[src/rtl/status_led_pkg.sv]
package status_led_pkg;

    typedef enum logic [2:0] {
        MODE_DARK,
        MODE_GREEN,
        MODE_FLASH,
        MODE_BLINK,
        MODE_FAULT
    } led_mode_e;

    typedef struct packed {
        logic red;
        logic green;
    } lamp_t;

    function automatic lamp_t lamp_for_mode(led_mode_e mode, logic blink_lit);
        lamp_t l;
        l = '0;
        case (mode)
            MODE_GREEN: l.green = 1'b1;
            MODE_FLASH: begin l.red = 1'b1; l.green = 1'b1; end
            MODE_BLINK: l.red = blink_lit;
            MODE_FAULT: l.red = 1'b1;
            default:    l = '0;
        endcase
        return l;
    endfunction

endpackage

[src/rtl/led_ms_prescaler.sv]
module led_ms_prescaler #(
    parameter int unsigned CYC_PER_MS = 50000
) (
    input  logic clk,
    input  logic rst_n,
    output logic tick_o,
    output logic [((CYC_PER_MS > 1) ? $clog2(CYC_PER_MS) : 1)-1:0] count_o
);
    localparam int unsigned CW = (CYC_PER_MS > 1) ? $clog2(CYC_PER_MS) : 1;
    localparam logic [CW-1:0] LAST = CW'(CYC_PER_MS - 1);

    logic [CW-1:0] cnt_d, cnt_q;

    always_comb begin
        tick_o = (cnt_q == LAST);
        cnt_d  = tick_o ? '0 : cnt_q + 1'b1;
    end

    always_ff @(posedge clk or negedge rst_n) begin
        if (!rst_n) cnt_q <= '0;
        else        cnt_q <= cnt_d;
    end

    assign count_o = cnt_q;
endmodule

[src/rtl/led_flash_timer.sv]
module led_flash_timer #(
    parameter int unsigned FLASH_MS = 50
) (
    input  logic clk,
    input  logic rst_n,
    input  logic tick_i,
    input  logic strike_i,
    output logic active_o,
    output logic [$clog2(FLASH_MS + 1)-1:0] left_o
);
    localparam int unsigned LW = $clog2(FLASH_MS + 1);
    localparam logic [LW-1:0] RELOAD = LW'(FLASH_MS);

    logic [LW-1:0] left_d, left_q;

    always_comb begin
        left_d = left_q;
        if (strike_i)
            left_d = RELOAD;
        else if (tick_i && (left_q != '0))
            left_d = left_q - 1'b1;
        active_o = strike_i || (left_q != '0);
    end

    always_ff @(posedge clk or negedge rst_n) begin
        if (!rst_n) left_q <= '0;
        else        left_q <= left_d;
    end

    assign left_o = left_q;
endmodule

[src/rtl/led_blink_timer.sv]
module led_blink_timer #(
    parameter int unsigned HALF_MS = 250
) (
    input  logic clk,
    input  logic rst_n,
    input  logic tick_i,
    input  logic run_i,
    output logic lit_o
);
    localparam int unsigned HW = (HALF_MS > 1) ? $clog2(HALF_MS) : 1;
    localparam logic [HW-1:0] HALF_LAST = HW'(HALF_MS - 1);

    typedef struct packed {
        logic [HW-1:0] ms;
        logic          phase;
    } blink_s;

    blink_s s_d, s_q;

    always_comb begin
        s_d = s_q;
        if (!run_i) begin
            s_d = '0;
        end else if (tick_i) begin
            if (s_q.ms == HALF_LAST) begin
                s_d.ms    = '0;
                s_d.phase = ~s_q.phase;
            end else begin
                s_d.ms = s_q.ms + 1'b1;
            end
        end
    end

    always_ff @(posedge clk or negedge rst_n) begin
        if (!rst_n) s_q <= '0;
        else        s_q <= s_d;
    end

    assign lit_o = ~s_q.phase;
endmodule

[src/rtl/led_mode_select.sv]
module led_mode_select
    import status_led_pkg::*;
(
    input  logic      ready_i,
    input  logic      flash_i,
    input  logic      hot_i,
    input  logic      fault_i,
    output led_mode_e mode_o
);
    always_comb begin
        if (fault_i)      mode_o = MODE_FAULT;
        else if (hot_i)   mode_o = MODE_BLINK;
        else if (flash_i) mode_o = MODE_FLASH;
        else if (ready_i) mode_o = MODE_GREEN;
        else              mode_o = MODE_DARK;
    end
endmodule

[src/rtl/status_led_ctrl.sv]
module status_led_ctrl
    import status_led_pkg::*;
#(
    parameter int unsigned CYC_PER_MS    = 50000,
    parameter int unsigned FLASH_MS      = 50,
    parameter int unsigned BLINK_HALF_MS = 250
) (
    input  logic clk,
    input  logic rst_n,
    input  logic drv_ready,
    input  logic access_stb,
    input  logic over_temp,
    input  logic hw_fault,
    input  logic ident_req,
    output logic stat_red,
    output logic stat_green,
    output logic ident_red,
    output logic ident_green
);
    localparam int unsigned PW = (CYC_PER_MS > 1) ? $clog2(CYC_PER_MS) : 1;
    localparam int unsigned LW = $clog2(FLASH_MS + 1);

    typedef struct packed {
        lamp_t stat;
        lamp_t ident;
    } lamps_s;

    logic          ms_tick;
    logic [PW-1:0] ms_count;
    logic          flash_on;
    logic [LW-1:0] flash_left;
    logic          blink_lit;
    led_mode_e     mode;
    lamps_s        r_d, r_q;

    led_ms_prescaler #(.CYC_PER_MS(CYC_PER_MS)) u_prescale (
        .clk     (clk),
        .rst_n   (rst_n),
        .tick_o  (ms_tick),
        .count_o (ms_count)
    );

    led_flash_timer #(.FLASH_MS(FLASH_MS)) u_flash (
        .clk      (clk),
        .rst_n    (rst_n),
        .tick_i   (ms_tick),
        .strike_i (access_stb),
        .active_o (flash_on),
        .left_o   (flash_left)
    );

    led_blink_timer #(.HALF_MS(BLINK_HALF_MS)) u_blink (
        .clk    (clk),
        .rst_n  (rst_n),
        .tick_i (ms_tick),
        .run_i  (over_temp),
        .lit_o  (blink_lit)
    );

    led_mode_select u_select (
        .ready_i (drv_ready),
        .flash_i (flash_on),
        .hot_i   (over_temp),
        .fault_i (hw_fault),
        .mode_o  (mode)
    );

    always_comb begin
        r_d             = r_q;
        r_d.stat        = lamp_for_mode(mode, blink_lit);
        r_d.ident.red   = ident_req;
        r_d.ident.green = ident_req;
    end

    always_ff @(posedge clk or negedge rst_n) begin
        if (!rst_n) r_q <= '0;
        else        r_q <= r_d;
    end

    assign stat_red    = r_q.stat.red;
    assign stat_green  = r_q.stat.green;
    assign ident_red   = r_q.ident.red;
    assign ident_green = r_q.ident.green;
endmodule

[config.mk]
export PLATFORM = sky130hd
export DESIGN_NAME = status_led_ctrl
export DESIGN_NICKNAME = d
export VERILOG_FILES = /design/src/rtl/status_led_pkg.sv /design/src/rtl/led_ms_prescaler.sv /design/src/rtl/led_flash_timer.sv /design/src/rtl/led_blink_timer.sv /design/src/rtl/led_mode_select.sv /design/src/rtl/status_led_ctrl.sv
export SDC_FILE = /design/constraint.sdc
export NUM_CORES = 1
export LEC_CHECK = 0
export ABC_AREA = 1
export BUFFER_PORTS_ARGS = -buffer_cell sky130_fd_sc_hd__buf_2
export CAP_MARGIN = 20
export CORE_ASPECT_RATIO = 0.8
export CORE_MARGIN = 2
export CORE_UTILIZATION = 50
export DETAILED_ROUTE_END_ITERATION = 7
export PLACE_DENSITY = 0.68
export SYNTH_ARGS = -nofsm -noshare
export SYNTH_HDL_FRONTEND = slang
export SYNTH_SLANG_ARGS = --single-unit
[constraint.sdc]
create_clock -name clk -period 1.4 [get_ports clk]
set_input_delay 0.07 -clock clk [delete_from_list [all_inputs] [get_ports clk]]
set_output_delay 0.07 -clock clk [all_outputs]
set_load 0.05 [all_outputs]
==> results by group <==
Cells and area
  • Commonest cells after routing, fill and taps aside: nand2_1, nor2_1, dfrtp_1
  • ANT cells: 0
  • Layout fillers: roughly 340
  • Layout cells sized above 1: 24.8%
  • Commonest non-fill, non-tap cell in the layout: nand2_1
  • Final #Nets: around 320
  • Final non-filler cell total: 361
  • Layout area overhead: 25.6%

Placement
  • Dpl cells: ~350
  • Pre-CTS setup slack: -0.0412 ns
  • PortBufs: 10
  • Placer Congestion: 0.842
  • Hpwl dp: 2830 um

Synthesis
  • Post-Syn Nets: roughly 270
  • Seq cells post-synth: 34
  • Yosys cell types: 26
  • Avg Cell Area, Syn: 7.51 um^2
  • Syn Inst Count: 262
  • Area of the mapped netlist: 1970 um^2
  • Seq/Total Area, Yosys: 43.2%
  • Warnings, synthesis: 0

Floorplanning
  • Ports: 11
  • Starting Density: 52.1%
  • DIE HEIGHT: 60.1 um
  • Full die area: 4460 um^2
  • Row count: 20
  • Core area: 3780 um^2
  • Die Wd: 74.1 um

Critical path
  • CP delay by family, top: simple AND/OR/NAND/NOR gates
  • Highest net fanout along the worst path: 5
  • Req. time, crit path: 1.58 ns
  • Slowest stage cell on the critical path: dfrtp_1
  • Crit end category: flop
  • Crit start category: flop
  • CP max stage delay: 0.38 ns
  • Worst Path Buf+Inv: 2
  • WP data arrival: 1.60 ns
  • CP cell instances: ha_2 > nand2_2 > nor2_4 > inv_2 > nor2_4 > nand2_4 > nand2_8 > buf_6 > nand2_1 > nand2_1
  • Crit Path Class: reg2reg

STA
  • Final setup fails: 7
  • Final Hold Fails: 0
  • Post-route minimum period: 1.42 ns
  • Worst Tran Pin Value: 0.438 ns
  • Final Cycle Share: 102%
  • Highest Clock Rate: roughly 0.70 GHz
  • Slew headroom: 70.8%
  • Worst setup margin: -0.0221 ns
  • Unrepaired setup endpoints after global routing: yes
  • Max Clock Skew: ~0.0053 ns
  • Max Slew Vio Count: 0

Clock tree
  • CTS root buf: clkbuf_8
  • CTS buffer count: 5
  • H-tree depth: 2
  • Longest Clk Path Bufs: 2
  • Clk_lat worst skew: 0.28 ns
  • Clock-pin transition on the worst setup and hold timing paths: about 0.07 ns
  • TritonCTS clock tree: done
  • Clk sink count: 34

Global routing
  • Largest net degree at the start of global routing: 35
  • Vias in the first global route: 1483
  • GRT overflow: 0
  • Total track usage: 20.1%
  • Global-route wire length before repair: roughly 6700 um
  • Initial antenna violation count: 0

Route
  • Via-to-Cell Ratio: 4.64
  • Drt first pass iters: 4
  • Drt initial violations: 97
  • Routed Antenna Nets: 0
  • Final wirelength: 3950 um
  • Post-route DRC: 0
  • Via count: about 1700
  • Routed len/inst: 10.9 um

Run status
  • Failing checks: setup timing
  • Status: finished with violations

Power and ir drop
  • Peak supply drop: 0.359 mV
  • Leak: 1.25 nW
  • Power per Cell Area: between 700 and 800 nW/um^2

Run
  • Max cap viols: 0

Min path
  • Path category of the worst min-delay check: in2reg
==> routing by layer <==
layer	vias to the layer above	wire, um	global-route usage, %
met4	0	44	6.23
met3	5	103	4.55
li1	895	-	-
met2	16	1710	28.8
met1	760	2090	30.1
met5	-	0	0
==> state kept, by name, summed over array words and instances (netlist names) <==
signal,flops
stat_red,1
ident_green,1
u_prescale.count_o,16
stat_green,1
u_blink.s_q,9
u_flash.left_o,6
==> worst min-delay path, delay by kind of cell <==
| kind | cells | cell delay [ns] |
|---|---|---|
| buffers and inverters | 1 | 0.09 |
| AND/OR/NAND/NOR | 3 | 0.13 |
==> power breakdown <==
| group | internal [mW] | switching [mW] | leakage, nW | total, mW |
|---|---|---|---|---|
| registers | 1.01 | 0.0194 | 0.443 | 1.03 |
| logic | 0.0811 | 0.133 | 0.773 | 0.214 |
| clock network | 0.341 | 0.344 | 0.0373 | 0.684 |
==> stage by stage <==
stage	utilization (%)	total power, mW	hold slack (ns)	area [um^2]	setup TNS [ns]
final	65.4	1.93	0.0364	2470	-0.0891
after global routing	65.4	2.01	0.0451	2470	-1.85
after CTS	62.1	1.94	0.0299	2350	-0.0421
after detailed placement	58.7	1.24	0.133	2220	-0.225
after global placement	58.7	1.24	0.128	2220	0
after floorplan	-	1.16	-0.226	1970	0
==> final cells by class <==
class | instances | area (um^2) | area share (%)
tap | 55 | 68.8 | 2.78
clock inverter | 1 | 7.51 | 0.304
multi-input combinational | 191 | 1010 | 41.0
inverter | 31 | 136 | 5.52
clock buffer | 6 | 72.6 | 2.94
sequential | 34 | 851 | 34.4
timing repair buffer | 42 | 313 | 12.7
timing repair inverter | 1 | 8.76 | 0.354
==> cells by family after synthesis <==
| kind of cell | share of synthesized area (%) |
|---|---|
| fa+ha+maj | 3.18 |
| xor+xnor | 6.23 |
| simple gates | 35.6 |
| buf+inv | 8.58 |
| flops | 43.2 |
| compound gates | 3.18 |
==> synth_stat cells, drive strengths merged <==
library cell  number  area [um^2]
a21oi              7         35.0
buf                5         43.8
clkbuf             1         3.75
clkinv             1         8.76
dfrtp             34          851
ha                 5         62.6
inv               30          113
nand2             81          327
nand3             27          140
nand4              7         43.8
nor2              42          170
nor3b              1         7.51
o21ai              4         20.0
o21bai             1         7.51
or2                2         12.5
xnor2              2         17.5
xor2              12          105
==> path summary, 6_finish.rpt <==
kind / from / endpoint / slack, ns / depth (start not counted)
max: u_prescale.count_o[0] / u_blink.s_q[6] / -0.02 / 10
min: access_stb / u_flash.left_o[3] / 0.04 / 4
max reg2reg: u_prescale.count_o[0] / u_blink.s_q[6] / -0.02 / 10
min reg2reg: u_blink.s_q[0] / stat_red / 0.50 / 1
max in group asynchronous: rst_n / u_prescale.count_o[15] / 0.74 / 3
min in group asynchronous: rst_n / u_prescale.count_o[2] / 0.34 / 3
==> what timing repair did <==
item                                   4_1_cts  5_1_grt
resized for setup                            4       25
setup endpoints to repair                   14       23
endpoints found under the hold margin       37        0
buffers inserted                             1        4
pin swaps                                    0        2
hold buffers                                 3        0
gates cloned                                 0        1
No activity file was read; power rests on OpenSTA's default activity.
